File: src/rtl/flow_pkg.sv
package flow_pkg;

    typedef enum logic [2:0] {
        OP_JP   = 3'd0,
        OP_JR   = 3'd1,
        OP_CALL = 3'd2,
        OP_RET  = 3'd3,
        OP_RETI = 3'd4,
        OP_RST  = 3'd5,
        OP_JPHL = 3'd6,
        OP_NONE = 3'd7
    } op_e;

    typedef enum logic [1:0] {
        CC_ZCLR = 2'd0,
        CC_ZSET = 2'd1,
        CC_CCLR = 2'd2,
        CC_CSET = 2'd3
    } cc_e;

    typedef enum logic [3:0] {
        ST_IDLE     = 4'd0,
        ST_RD_LO    = 4'd1,
        ST_RD_HI    = 4'd2,
        ST_RESOLVE  = 4'd3,
        ST_INTERNAL = 4'd4,
        ST_PUSH_HI  = 4'd5,
        ST_PUSH_LO  = 4'd6,
        ST_POP_LO   = 4'd7,
        ST_POP_HI   = 4'd8,
        ST_RET_FIN  = 4'd9,
        ST_STALL    = 4'd10
    } state_e;

endpackage

File: src/rtl/flow_cond.sv
module flow_cond
    import flow_pkg::*;
(
    input  logic       cond_en,
    input  logic [1:0] cond_sel,
    input  logic       flag_z,
    input  logic       flag_c,
    output logic       take
);

    always_comb begin
        if (!cond_en) begin
            take = 1'b1;
        end else begin
            unique case (cc_e'(cond_sel))
                CC_ZCLR: take = !flag_z;
                CC_ZSET: take = flag_z;
                CC_CCLR: take = !flag_c;
                CC_CSET: take = flag_c;
                default: take = 1'b1;
            endcase
        end
    end

endmodule

File: src/rtl/flow_target.sv
module flow_target #(
    parameter int ADDR_W   = 16,
    parameter int DATA_W   = 8,
    parameter int NUM_VEC  = 8,
    parameter int VEC_STEP = 8,
    localparam int VEC_W   = $clog2(NUM_VEC),
    localparam int EXT_W   = ADDR_W - DATA_W
) (
    input  logic [ADDR_W-1:0] pc_now,
    input  logic [DATA_W-1:0] byte_in,
    input  logic [DATA_W-1:0] lo_in,
    input  logic [VEC_W-1:0]  vec,
    output logic [ADDR_W-1:0] abs_tgt,
    output logic [ADDR_W-1:0] rel_tgt,
    output logic [ADDR_W-1:0] vec_tgt
);

    logic [ADDR_W-1:0] offset_ext;

    // Absolute target: the byte on the bus is the high half
    assign abs_tgt    = ADDR_W'({byte_in, lo_in});
    // Signed displacement, sign bit replicated over the upper bits
    assign offset_ext = {{EXT_W{byte_in[DATA_W-1]}}, byte_in};
    assign rel_tgt    = pc_now + offset_ext;
    assign vec_tgt    = ADDR_W'(vec) * ADDR_W'(VEC_STEP);

endmodule

File: src/rtl/flow_seq.sv
module flow_seq
    import flow_pkg::*;
#(
    parameter int              ADDR_W   = 16,
    parameter int              DATA_W   = 8,
    parameter int              NUM_VEC  = 8,
    parameter int              VEC_STEP = 8,
    parameter logic [ADDR_W-1:0] SP_INIT = 16'hFFFE,
    parameter logic [ADDR_W-1:0] PC_INIT = 16'h0000,
    localparam int             VEC_W    = $clog2(NUM_VEC),
    localparam int             HI_W     = ADDR_W - DATA_W
) (
    input  logic              clk,
    input  logic              rst,
    input  logic              start,
    input  logic [2:0]        op_sel,
    input  logic              cond_en,
    input  logic [1:0]        cond_sel,
    input  logic [VEC_W-1:0]  vec_sel,
    input  logic              flag_z,
    input  logic              flag_c,
    input  logic [ADDR_W-1:0] hl_in,
    output logic [ADDR_W-1:0] mem_addr,
    output logic              mem_re,
    output logic              mem_we,
    output logic [DATA_W-1:0] mem_wdata,
    input  logic [DATA_W-1:0] mem_rdata,
    output logic [ADDR_W-1:0] pc,
    output logic [ADDR_W-1:0] sp,
    output logic              busy,
    output logic              done,
    output logic              ie_set
);

    typedef struct packed {
        state_e             st;
        op_e                op;
        logic               take;
        logic [VEC_W-1:0]   vec;
        logic [ADDR_W-1:0]  pc;
        logic [ADDR_W-1:0]  sp;
        logic [DATA_W-1:0]  imm_lo;
        logic [ADDR_W-1:0]  tgt;
        logic               done;
    } seq_t;

    seq_t seq_q, seq_d;

    logic              cond_take;
    logic [ADDR_W-1:0] abs_tgt, rel_tgt, vec_tgt;

    flow_cond u_cond (
        .cond_en  (cond_en),
        .cond_sel (cond_sel),
        .flag_z   (flag_z),
        .flag_c   (flag_c),
        .take     (cond_take)
    );

    flow_target #(
        .ADDR_W   (ADDR_W),
        .DATA_W   (DATA_W),
        .NUM_VEC  (NUM_VEC),
        .VEC_STEP (VEC_STEP)
    ) u_target (
        .pc_now  (seq_q.pc),
        .byte_in (mem_rdata),
        .lo_in   (seq_q.imm_lo),
        .vec     (seq_q.vec),
        .abs_tgt (abs_tgt),
        .rel_tgt (rel_tgt),
        .vec_tgt (vec_tgt)
    );

    always_comb begin
        seq_d      = seq_q;
        seq_d.done = 1'b0;
        mem_addr   = seq_q.pc;
        mem_re     = 1'b0;
        mem_we     = 1'b0;
        mem_wdata  = '0;

        unique case (seq_q.st)
            ST_IDLE: begin
                if (start) begin
                    seq_d.op   = op_e'(op_sel);
                    seq_d.take = cond_take;
                    seq_d.vec  = vec_sel;
                    unique case (op_e'(op_sel))
                        OP_JP, OP_JR, OP_CALL: seq_d.st = ST_RD_LO;
                        OP_RET:  seq_d.st = cond_en ? ST_INTERNAL : ST_POP_LO;
                        OP_RETI: begin
                            seq_d.take = 1'b1;
                            seq_d.st   = ST_POP_LO;
                        end
                        OP_RST:  seq_d.st = ST_INTERNAL;
                        OP_JPHL: begin
                            seq_d.pc   = hl_in;
                            seq_d.done = 1'b1;
                        end
                        default: seq_d.done = 1'b1;
                    endcase
                end
            end

            ST_RD_LO: begin
                mem_re   = 1'b1;
                seq_d.pc = seq_q.pc + 1'b1;
                seq_d.st = (seq_q.op == OP_JR) ? ST_RESOLVE : ST_RD_HI;
            end

            ST_RD_HI: begin
                mem_re       = 1'b1;
                seq_d.pc     = seq_q.pc + 1'b1;
                seq_d.imm_lo = mem_rdata;
                seq_d.st     = ST_RESOLVE;
            end

            ST_RESOLVE: begin
                seq_d.tgt = abs_tgt;
                if (!seq_q.take) begin
                    seq_d.st   = ST_IDLE;
                    seq_d.done = 1'b1;
                end else if (seq_q.op == OP_CALL) begin
                    seq_d.st = ST_INTERNAL;
                end else begin
                    seq_d.pc = (seq_q.op == OP_JR) ? rel_tgt : abs_tgt;
                    seq_d.st = ST_STALL;
                end
            end

            ST_INTERNAL: begin
                if (!seq_q.take) begin
                    seq_d.st   = ST_IDLE;
                    seq_d.done = 1'b1;
                end else if (seq_q.op == OP_RET) begin
                    seq_d.st = ST_POP_LO;
                end else begin
                    if (seq_q.op == OP_RST) begin
                        seq_d.tgt = vec_tgt;
                    end
                    seq_d.st = ST_PUSH_HI;
                end
            end

            ST_PUSH_HI: begin
                mem_we    = 1'b1;
                mem_addr  = seq_q.sp - 1'b1;
                mem_wdata = DATA_W'(seq_q.pc[ADDR_W-1:ADDR_W-HI_W]);
                seq_d.sp  = seq_q.sp - 1'b1;
                seq_d.st  = ST_PUSH_LO;
            end

            ST_PUSH_LO: begin
                mem_we     = 1'b1;
                mem_addr   = seq_q.sp - 1'b1;
                mem_wdata  = seq_q.pc[DATA_W-1:0];
                seq_d.sp   = seq_q.sp - 1'b1;
                seq_d.pc   = seq_q.tgt;
                seq_d.st   = ST_IDLE;
                seq_d.done = 1'b1;
            end

            ST_POP_LO: begin
                mem_re   = 1'b1;
                mem_addr = seq_q.sp;
                seq_d.st = ST_POP_HI;
            end

            ST_POP_HI: begin
                mem_re       = 1'b1;
                mem_addr     = seq_q.sp + 1'b1;
                seq_d.imm_lo = mem_rdata;
                seq_d.st     = ST_RET_FIN;
            end

            ST_RET_FIN: begin
                seq_d.pc = abs_tgt;
                seq_d.sp = seq_q.sp + ADDR_W'(2);
                seq_d.st = ST_STALL;
            end

            ST_STALL: begin
                seq_d.st   = ST_IDLE;
                seq_d.done = 1'b1;
            end

            default: begin
                seq_d.st = ST_IDLE;
            end
        endcase
    end

    always_ff @(posedge clk) begin
        if (rst) begin
            seq_q    <= '0;
            seq_q.st <= ST_IDLE;
            seq_q.op <= OP_NONE;
            seq_q.pc <= PC_INIT;
            seq_q.sp <= SP_INIT;
        end else begin
            seq_q <= seq_d;
        end
    end

    assign pc     = seq_q.pc;
    assign sp     = seq_q.sp;
    assign busy   = (seq_q.st != ST_IDLE);
    assign done   = seq_q.done;
    assign ie_set = (seq_q.st == ST_RET_FIN) && (seq_q.op == OP_RETI);

endmodule

File: config.mk
export PLATFORM = sky130hd
export DESIGN_NAME = flow_seq
export DESIGN_NICKNAME = d
export VERILOG_FILES = /design/src/rtl/flow_pkg.sv /design/src/rtl/flow_cond.sv /design/src/rtl/flow_target.sv /design/src/rtl/flow_seq.sv
export SDC_FILE = /design/constraint.sdc
export NUM_CORES = 1
export LEC_CHECK = 0
export CORE_ASPECT_RATIO = 1.5
export CORE_MARGIN = 2
export CORE_UTILIZATION = 45
export DETAILED_ROUTE_END_ITERATION = 10
export PLACE_DENSITY = 0.71
export RECOVER_POWER = 25
export REMOVE_ABC_BUFFERS = 1
export SLEW_MARGIN = 5
export SYNTH_ARGS = -nofsm -noshare
export SYNTH_HDL_FRONTEND = slang
export SYNTH_HIERARCHICAL = 1
export SYNTH_SLANG_ARGS = --single-unit
File: constraint.sdc
create_clock -name clk -period 2.48 [get_ports clk]
set_input_delay 0.372 -clock clk [delete_from_list [all_inputs] [get_ports clk]]
set_output_delay 0.372 -clock clk [all_outputs]
set_load 0.1 [all_outputs]
# Word level (Yosys, flattened, before mapping)
# Index checks and enable logic that the tools add are counted.
[op_classes]
addsub = 5
n_mul = 0
div_mod_pow = 0
n_lt_le_gt_ge = 0
n_eq_ne = 32
shift = 0
mux = 30
bitwise_logic = 0
n_reduce_logical = 22
[ops]
columns = ["op", "n"]
rows = [
  ["$mux 16", 7],
  ["$pmux 16 s5", 1],
  ["$pmux 16 s2", 2],
  ["$pmux 16 s3", 1],
  ["$pmux 4 s9", 1],
  ["$add 16x1->16 const B", 2],
  ["$mux 27", 1],
  ["$add 16x16->16", 1],
  ["$add 16x2->16 const B", 1],
  ["$eq 4x3->1 const B", 4],
  ["$pmux 4 s4", 1],
  ["$pmux 8 s2", 1],
  ["$sub 16x1->16 const B", 1],
  ["$eq 3x3->1 const B", 5],
  ["$eq 3x2->1 const B", 4],
  ["$eq 4x4->1 const B", 3],
  ["$ne 2x2->1 const B", 6],
  ["$reduce_or 2->1", 5],
  ["$eq 4x2->1 const B", 2],
  ["$mux 1", 8],
  ["$mux 4", 2],
  ["$eq 3x1->1 const B", 2],
  ["$reduce_or 6->1", 1],
  ["$ne 5x1->1 const B", 1],
  ["other kinds (21)", 26],
]
[word_totals]
regBits = 68
latch_bits = 0
ram_bits = 0
romBits = 0
inputBits = 38
output_inout_bits = 61
word_cells = 98
mem_count = 0

# Logic depth before layout (Yosys ltp)
[logic_depth]
depth_word = 6
depth_mapped = 11
mapped_depth_nobuf = 10

# Modules after synthesis
# Netlist, hierarchy kept.
[by_module_without_submodules]
columns = ["mod", "instances", "cells_each", "area_per_inst_um2", "seq_area_each_um2"]
rows = [
  ["flow_seq", 1, 680, 5248.8, 1361.3],
  ["flow_target", 1, 137, 1049.8, 0.0],
  ["flow_cond", 1, 4, 31.3, 0.0],
]

# Worst setup path after synthesis
# OpenSTA, ideal clock, no wires.
[synth_timing]
path_type = "reg2out"
from = "reg sp[2] (netlist name)"
to = "out mem_addr[13]"
arrival_time_ns = 3.854
t_required_ns = 2.108
path_slack_ns = -1.746
path_stages_with_launch = 9
path_buffers = 1
cell_sequence = "dfxtp_1 -> buf_2 -> inv_1 -> ha_1 -> nor4b_2 -> nand3_1 -> o32ai_1 -> nor3_1 -> a311oi_1"
[synth_via]
elab_chain_cells = 2
word_cells_on_any_way = 3
cone_classes = "2 x add/sub; 1 x mux"
[synth_lines]
columns = ["element", "line", "rtl"]
rows = [
  ["$add 16x1->16 / $sub 16x1->16 (equally long branches)", "flow_seq.sv:172, flow_seq.sv:148, flow_seq.sv:156", ""],
  ["$pmux 16 s3 (*)", "flow_seq.sv:83", "unique case (seq_q.st)"],
  ["end: declaration", "flow_seq.sv:23", "output logic [ADDR_W-1:0] mem_addr,"],
]
# Mark *: on every way between the ends. The rest lies on a longest branch, timed or not.

# Worst setup path after layout
[layout_timing]
from = "reg sp[1] (netlist name)"
to = "out mem_addr[11]"
[layout_via]
elab_chain_cells = 2
word_cells_on_any_way = 3
cone_classes = "2 x add/sub; 1 x mux"
[layout_lines]
columns = ["element", "line"]
rows = [
  ["$add 16x1->16 / $sub 16x1->16 (equally long branches)", "flow_seq.sv:172, flow_seq.sv:148, flow_seq.sv:156"],
  ["$pmux 16 s3 (*)", "flow_seq.sv:83"],
]
# Marks and branches as above.

==> qor.csv <==
metric;value;unit
drtIter0Drc;705;
pin_count;99;
setup.worst_path.class;register to output port;
drc;0;
instances_no_fill;1153;
wl_met2;12400;um
arrival;2.26;ns
drtAntennaViolNets;0;
ys_ff_latch;68;
dr_wl_met3;1970;um
worst_pin_slew;1.20;ns
antenna_found_initial;0;
drt-pass1-iter-count;8;
clk_pin_slew_worst_paths;0.06;ns
diodes;0;
status;finished with violations;
p_leak;3.79;nW
p_seq_share;24.0;%
cap_violations;0;
die_y;149;um
syn_area;6330;um^2
start_util;45.7;%
gp_congestion;0.980;
holdBufCountCts;0;
layout-drive-gt1-share;35.7;%
dp.cells;1111;
grt_pass1_vias;6923;
highest_layer;met4;
core;13900;um^2
post-route-period-util;106;%
dieArea;15100;um^2
grt_setup_unrepaired;yes;
clk_latency;0.35;ns
fmax;0.380;GHz
finish.net_count;1042;
wl_per_cell;21.5;um
cts_tree;done;
die_w;101;um
synth_edf_count;0;
switching_share;43.7;%
synth_top_area_cell;dfxtp_1;
grt.total_usage;31.4;%
routed-via-count;7298;
regToRegSetupSlack;0.11;ns
numCtsBuffers;9;
nFillCells;1095;
start_kind;register;
hold_start;seq_q[58]$_SDFFE_PP0P_;
hp-class;register to register;
cts_root_buf;clkbuf_16;
ys_types;92;
grt_start_max_net_pins;33;
pre_cts_ws;-0.536;ns
syn-instance-count;821;
irDropWorstVdd;0.000653;V
clock_sinks;68;
yosysMostFrequentCell;nand2_1;
grt_pass1_wl;36700;um
endpoint_kind;output port;
relSlewSlack;20.5;%
synth_top_area_share;21.5;%
violations;setup timing;
finish.instance_area;9140;um^2
critPathMaxFanout;3;
setup_viol;11;
worstPathRequired;2.11;ns
finalWorstSetupSlack;-0.150;ns
async_flop_share;0;%
skew;0.0105;ns
fin_tns_setup;-1.20;ns
fin_crit;2.63;ns
synth_area_per_cell;7.71;um^2
power.density;574;nW/um^2
pwr-share-clk;25.0;%
finalPower;0.00525;W
area_delta_synth_final;44.4;%
htree_levels;3;
via_per_inst;6.33;
synth_ff_type;dfxtp_1;
placed_cell_area;8110;um^2
reg2reg_from;pc[0]$_SDFFE_PP0P_;
rows;53;
slew_violations;0;
crit_start;sp[1]$_SDFFE_PP1P_;
ys_seq_area_share;21.5;%
grt_overflow;0;
clock_path_buffers;2;
yosys_warnings;6;
routed_wirelength;24800;um
dpl.hpwl;17700;um
p_switching;0.00229;W
wl_met1;8710;um
synthTopCellsByArea;dfxtp_1, buf_4, nand2_1;
netlist_top_cells_count;nand2_1, buf_4, dfxtp_1;
p_comb_share;51.1;%
io_buffers;98;
p_int;0.00296;W
hold_viol;0;
## per-stage QoR
stage	hold WS, ns	utilization [%]
6_report	0.460	65.9
3_3_place_gp	0.446	58.5
4_1_cts	0.460	63.1
3_5_place_dp	0.452	58.5
5_1_grt	0.472	65.9
2_1_floorplan	0.430	-
## cells in the final DEF (no fill, tap or decap), types with 15 or more instances in the layout
master	instances
dfxtp_1	56
a222oi_1	15
a21oi_1	37
buf_12	30
a211oi_1	17
xnor2_1	27
nor2_1	60
nand2_1	81
o21ai_0	23
xor2_1	15
buf_4	185
nand3_1	40
mux2i_1	28
clkdlybuf4s50_1	29
## worst paths after layout
| kind | to | cells after the start |
|---|---|---|
| worst max-delay path | mem_addr[11] | 9 |
| worst min-delay path | seq_q[58]$_SDFFE_PP0P_ | 2 |
| worst max register to register | pc[6]$_SDFFE_PP0P_ | 11 |
| worst min register to register | seq_q[58]$_SDFFE_PP0P_ | 2 |
## repair_timing
item,CTS,global route
setup buffers,10,19
pin swaps,31,34
gates resized for setup,71,63
setup endpoints to repair,31,31
## cell type report
type                       count  area (um^2)  area share [%]
sequential                    68         1390            15.2
clock inverter                 6         63.8           0.698
tap                          165          206            2.26
clock buffer                  10          229            2.51
multi-input combinational    622         4640            50.7
timing repair buffer         271         2570            28.1
inverter                      11         46.3           0.507
## sequential cells by signal, indices dropped and copies added (netlist names)
name and count:
seq_q 35, pc 16, sp 16, done 1
## power by group through the flow
stage	sequential, W	combinational, W	clock, W
4_1_cts	0.00124	0.00257	0.00133
3_5_place_dp	0.00127	0.00252	0
6_report	0.00126	0.00268	0.00131
3_3_place_gp	0.00127	0.00251	0
2_1_floorplan	0.00164	0.00112	0
5_1_grt	0.00126	0.00279	0.00136
## worst max-delay path, cell delays in order (launching register included)
cell and delay (ns):
dfxtp_4 0.37, inv_4 0.08, ha_4 0.15, nor4b_4 0.24
buf_4 0.19, nand3_2 0.06, xor2_1 0.16, nor2_1 0.08
o32a_1 0.40, buf_12 0.19
## layer usage
metal / track usage [%] / vias up
met2: 55.5 / 478
met5: 0 / -
met1: 34.5 / 3393
li1: - / 3290
met3: 5.44 / 137
met4: 19.0 / 0
## kinds of logic (layout without fill, tap and decap cells)
family	count (synthesis)	after routing	synth area share, %
xor+xnor	43	43	6.25
buf+inv	143	298	13.4
simple gates	299	299	24.8
other cells	1	13	0.0592
compound gates	217	217	25.1
mux	29	29	4.61
flops	68	68	21.5
fa+ha+maj	21	21	4.27
(Power assumes the default switching activity.)
